===== src/rtl/chg_status_word.sv =====
module chg_status_word #(
  parameter logic [7:0] CMD_MODE  = 8'h12,
  parameter logic [7:0] CMD_CURR  = 8'h14,
  parameter logic [7:0] CMD_VOLT  = 8'h15,
  parameter logic [7:0] CMD_ALARM = 8'h16,
  parameter int         POR_BIT   = 3
) (
  input  logic        clk,
  input  logic        rst_n,
  input  logic        ac_ok,
  input  logic        pwr_fail,
  input  logic        thm_ovr,
  input  logic        thm_cold,
  input  logic        thm_hot_raw,
  input  logic        thm_undr,
  input  logic        cur_ovr,
  input  logic        vlt_ovr,
  input  logic        cur_unreg,
  input  logic        vlt_unreg,
  input  logic        wr_en,
  input  logic [7:0]  wr_cmd,
  input  logic [15:0] wr_data,
  output logic [15:0] status,
  output logic        charge_inhibit
);

  logic alarm_q, hot_q;
  logic por_wr, alarm_set, alarm_clr, hot_set, hot_clr;

  assign por_wr    = wr_en && wr_cmd == CMD_MODE && wr_data[POR_BIT];
  assign alarm_set = wr_en && wr_cmd == CMD_ALARM &&
                     (wr_data[15] || wr_data[14] || wr_data[12]);
  assign alarm_clr = thm_ovr || por_wr ||
                     (wr_en && (wr_cmd == CMD_VOLT || wr_cmd == CMD_CURR));
  assign hot_set   = thm_hot_raw;
  assign hot_clr   = thm_ovr || por_wr;

  always_ff @(posedge clk) begin
    if (!rst_n) begin
      alarm_q <= 1'b0;
      hot_q   <= 1'b0;
    end else begin
      if (alarm_clr)      alarm_q <= 1'b0;
      else if (alarm_set) alarm_q <= 1'b1;
      if (hot_clr)        hot_q <= 1'b0;
      else if (hot_set)   hot_q <= 1'b1;
    end
  end

  assign charge_inhibit = thm_ovr | alarm_q | hot_q;

  assign status = {ac_ok, ~thm_ovr, pwr_fail, alarm_q,
                   thm_undr, hot_q, thm_cold, thm_ovr,
                   vlt_ovr, cur_ovr, 1'b0, 1'b1,
                   cur_unreg, vlt_unreg, 1'b0, charge_inhibit};

  AST_ALARM_SET: assert property (@(posedge clk) disable iff (!rst_n)
    alarm_set && !alarm_clr |=> status[12]);
  AST_ALARM_CLR: assert property (@(posedge clk) disable iff (!rst_n)
    alarm_clr |=> !status[12]);
  AST_HOT_SET: assert property (@(posedge clk) disable iff (!rst_n)
    thm_hot_raw && !thm_ovr && !por_wr |=> status[10]);
  AST_HOT_CLR: assert property (@(posedge clk) disable iff (!rst_n)
    (thm_ovr || por_wr) |=> !status[10]);
  AST_HOLD: assert property (@(posedge clk) disable iff (!rst_n)
    !wr_en && !thm_ovr && !thm_hot_raw |=> $stable(status[12]) && $stable(status[10]));
  AST_CLEAR_WINS: assert property (@(posedge clk) disable iff (!rst_n)
    thm_ovr && thm_hot_raw |=> !status[10] && !status[12]);

endmodule


===== config.mk =====
export PLATFORM = sky130hd
export DESIGN_NAME = chg_status_word
export DESIGN_NICKNAME = d
export VERILOG_FILES = /design/src/rtl/chg_status_word.sv
export SDC_FILE = /design/constraint.sdc
export NUM_CORES = 1
export LEC_CHECK = 0
export BUFFER_PORTS_ARGS = -buffer_cell sky130_fd_sc_hd__buf_2
export CAP_MARGIN = 10
export CORE_AREA = 2 2 39 41
export DETAILED_ROUTE_END_ITERATION = 8
export DIE_AREA = 0 0 41 43
export GPL_TIMING_DRIVEN = 0
export PLACE_DENSITY_LB_ADDON = 0.12
export REMOVE_ABC_BUFFERS = 1
export SLEW_MARGIN = 20
export SYNTH_ARGS = -nofsm -noshare
export SYNTH_HDL_FRONTEND = slang
export SYNTH_SLANG_ARGS = --single-unit

===== constraint.sdc =====
create_clock -name clk -period 1.22 [get_ports clk]
set_input_delay 0.122 -clock clk [delete_from_list [all_inputs] [get_ports clk]]
set_output_delay 0.122 -clock clk [all_outputs]
set_load 0.01 [all_outputs]

=== Word-level counts from Yosys, hierarchy flattened ===
Cells that the tools add are included.

* Reductions and logical operators: 12
* Equality and inequality tests: 4
* Bitwise operators: 4

{| class="wikitable"
|+ Operators with widths
! cell !! count
|-
| 8-bit by 5-bit == test with 1-bit output (second input constant) || 4
|-
| 1-bit logical AND || 5
|-
| 1-bit logical OR || 5
|-
| 2-bit OR reduction || 2
|-
| 1-bit inverter || 2
|-
| 1-bit OR || 2
|}

* Bits of input ports: 37
* Register bits after elaboration: 2

=== Logic depth before layout (Yosys ltp) ===
* Depth in word-level cells: 6
* Gate-level depth with buffers: 3

=== Worst setup path before layout ===
No wires, ideal clock.

* Kind: register to output
* Start: register alarm_q
* End: output port status[0]
* Cell stages (with the launch flop): 3
* Data required time: 1.098 ns
* Path slack: 0.213 ns
* Data arrival time: 0.885 ns
* Path buffers: 1
* Path through: dfxtp_1 -> or3_1 -> buf_4

* Longest elaborated chain between the ends: 2

{| class="wikitable"
|+ RTL lines
! item !! line !! RTL
|-
| start, declared || 27 || <nowiki>logic alarm_q, hot_q;</nowiki>
|-
| start signal, assigned || 40 || <nowiki>alarm_q <= 1'b0;</nowiki>
|-
| start signal, assigned || 43 || <nowiki>if (alarm_clr) alarm_q <= 1'b0;</nowiki>
|-
| start signal, assigned || 44 || <nowiki>else if (alarm_set) alarm_q <= 1'b1;</nowiki>
|-
| 1-bit OR (2 in series) || 50 || <nowiki>assign charge_inhibit = thm_ovr | alarm_q | hot_q;</nowiki>
|-
| end, declared || 23 || <nowiki>output logic [15:0] status,</nowiki>
|}

Every way passes these cells.

=== Worst setup path in the final report ===
* Start: register hot_q
* End: output port charge_inhibit

* Longest elaborated chain between the ends: 1

{| class="wikitable"
|+ RTL lines
! item !! line !! RTL
|-
| start, declared || 27 ||
|-
| start signal, assigned || 41 || <nowiki>hot_q <= 1'b0;</nowiki>
|-
| start signal, assigned || 45 || <nowiki>if (hot_clr) hot_q <= 1'b0;</nowiki>
|-
| start signal, assigned || 46 || <nowiki>else if (hot_set) hot_q <= 1'b1;</nowiki>
|-
| 1-bit OR || 50 ||
|-
| end, declared || 24 || <nowiki>output logic charge_inhibit</nowiki>
|}

Every way passes these cells.

==> results.md <==
* Net Sw Frac at 0.244
* Layout cells sized above 1 at 0.614
* Logic pwr share at 0.242
* Multi-input gate area at 109 µm²
* Crit-path cells: or3_4, buf_6
* Sequential power share at 0.239
* IO Pins at 54
* Worst Hold Slack at 174 ps
* Post-Syn Area per Cell at 7.89 µm²
* Die ar. at 0.00176 mm²
* Final min period at 1170 ps
* Vias in the first global route at 219
* Tcrit/Tclk final at 0.955
* Status: finished, final reports clean
* Initial antenna violation count at 0
* Critical-path maximum fanout at 3
* Max IR drop VDD at 0.174 mV
* Synthesis-stage register bit count at 2
* Pre-CTS setup slack at 209 ps
* Core Box Area at 0.00138 mm²
* Commonest cells after routing, fill and taps aside: 20 x buf_2, 3 x conb_1, 3 x clkbuf_4
* Total number of vias at 241
* Routability cong. at 0.603
* Clock transition at the registers of the reported paths at 30 ps
* GRT overflow at 0
* H-tree Lvls at 1
* Achievable Freq at 0.858 GHz
* First-pass GRT wire length at 807 µm
* Nets at 83
* Die Width at 41 µm
* Initial core utilization at 0.188
* Fin. Hold Viols at 0
* Detailed Routing Iterations Pass 1 at 2
* Die extent in y at 43 µm
* Root buffer cell: clkbuf_4
* Final WS setup at 54.3 ps
* Filler instances at 165
* Ys Warns at 0
* Via density at 4.02
* Global Route Usage Sum at 0.0731
* Ant diodes at 0
* Global Route met1 Usage at 0.0605
* GRT Max-Usage Layer: met3
* # clock sinks at 2
* DRC violations left at 0
* GR Layer Usage met3 at 0.0838
* Synth Cell Area at 260 µm²
* Register area at 40.0 µm²
* Netlist cell types at 15
* Dpl hpwl at 530 µm
* Critical-path top delay cell: or3_4
* Most common cell after layout, fill and taps aside: buf_2
* DRT iter0 DRCs at 1
* Hold crit path type: in2reg
* CP startpoint kind: flip-flop
* Clock buffer depth at 2
* Clk pwr share at 0.519
* Critical path arrival at 1040 ps
* Crit path required time at 1100 ps
* Post-route cell area at 322 µm²
* Met2 Use GR at 0.0813
* FP Rows at 14
* P_int at 217 µW
* Placed cell count at 57
* Cell area power density at 893 mW/mm²
* Area grow syn2layout at 23.6%
* DRT Wirelength at 622 µm
* Port Buffer Count at 22
* Dpl cell area at 282 µm²
* Crit end category: primary output
* Number of max-cap violations at 0
* Post-Synthesis Cells at 33
* Setup TNS at 0 ps
* Max-slew violation count at 0
* CTS tree: yes
* Post-synthesis sequential area ratio at 0.154
* PnR Total Power at 287 µW
* Leak at 0.183 nW
* Clk_lat worst skew at 230 ps
* Setup Viol. Count Final at 0
* Total CTS buffers at 3
* Post-layout util at 0.232
* Unrepaired setup endpoints after global routing: false
* Setup Crit Path Kind: reg2out
* Worst Clk Skew at 0 ps
* Sw Pwr at 70.2 µW
* Crit path largest cell delay at 380 ps
* Fin cells at 60
* Largest net degree at the start of global routing at 5
* WL/cell at 10.4 µm
* ANT nets after route at 0
-- cell type report --
type	instances	share of cell area
Clock buffer	3	0.0700
Inverter	2	0.0233
Multi-Input combinational cell	15	0.339
Sequential cell	2	0.125
Tap cell	16	0.0623
Timing Repair Buffer	22	0.381
-- state kept, by name (all words and copies together) (netlist names) --
name / count
hot_q: 1
alarm_q: 1
-- cells in the mapped netlist, drive strengths merged --
library cell	count	area (µm²)
o21bai	1	7.51
nor2	1	3.75
or3	2	12.5
and3b	1	8.76
nor4bb	1	10.0
conb	2	7.51
a31oi	1	6.26
buf	15	113
and4bb	1	12.5
a41oi	1	8.76
dfxtp	2	40.0
a311oi	1	8.76
a21o	1	7.51
nand2b	1	6.26
inv	2	7.51
-- routing by layer --
metal | share of wire | up-vias
met3 | 0.22 | 2
met4 | 0.018 | 0
met2 | 0.46 | 29
li1 | - | 116
met1 | 0.31 | 94
met5 | 0 | -
-- power groups by stage --
| stage | combinational (mW) | sequential [mW] | clock [mW] |
|---|---|---|---|
| 2_1_floorplan | 0.0232 | 0.0701 | 0 |
| 3_3_place_gp | 0.0603 | 0.0693 | 0 |
| 3_5_place_dp | 0.0616 | 0.0693 | 0 |
| 4_1_cts | 0.0618 | 0.0685 | 0.159 |
| 5_1_grt | 0.0775 | 0.0688 | 0.162 |
| 6_report | 0.0696 | 0.0687 | 0.149 |
-- what timing repair did --
item / CTS / global route
hold buffers: 0 / 0
buffers inserted: 0 / 0
gates resized for setup: 0 / 3
setup endpoints to repair: 0 / 2
-- worst paths after layout --
| check | start | cells after the start | endpoint | slack (ps) |
|---|---|---|---|---|
| worst max-delay path | hot_q | 2 | charge_inhibit | 50 |
| worst min-delay path | rst_n | 3 | alarm_q | 170 |
| worst max register to register | alarm_q | 2 | alarm_q | 480 |
| worst min register to register | hot_q | 2 | hot_q | 550 |
-- logic make-up (layout without fill, tap and decap cells) --
| family | after synthesis | in the layout | synth area share |
|---|---|---|---|
| other | 2 | 3 | 0.0289 |
| flip-flops | 2 | 2 | 0.154 |
| AND/OR/NAND/NOR | 7 | 7 | 0.207 |
| buffers and inverters | 17 | 27 | 0.462 |
| AO/OA/AOI/OAI | 5 | 5 | 0.149 |
-- worst max-delay path, delay by kind of cell (launching register included) --
kind,cells,cell delay [ps]
buf+inv,1,130
flops,1,310
simple gates,1,380
Power figures use the tool's default switching activity.
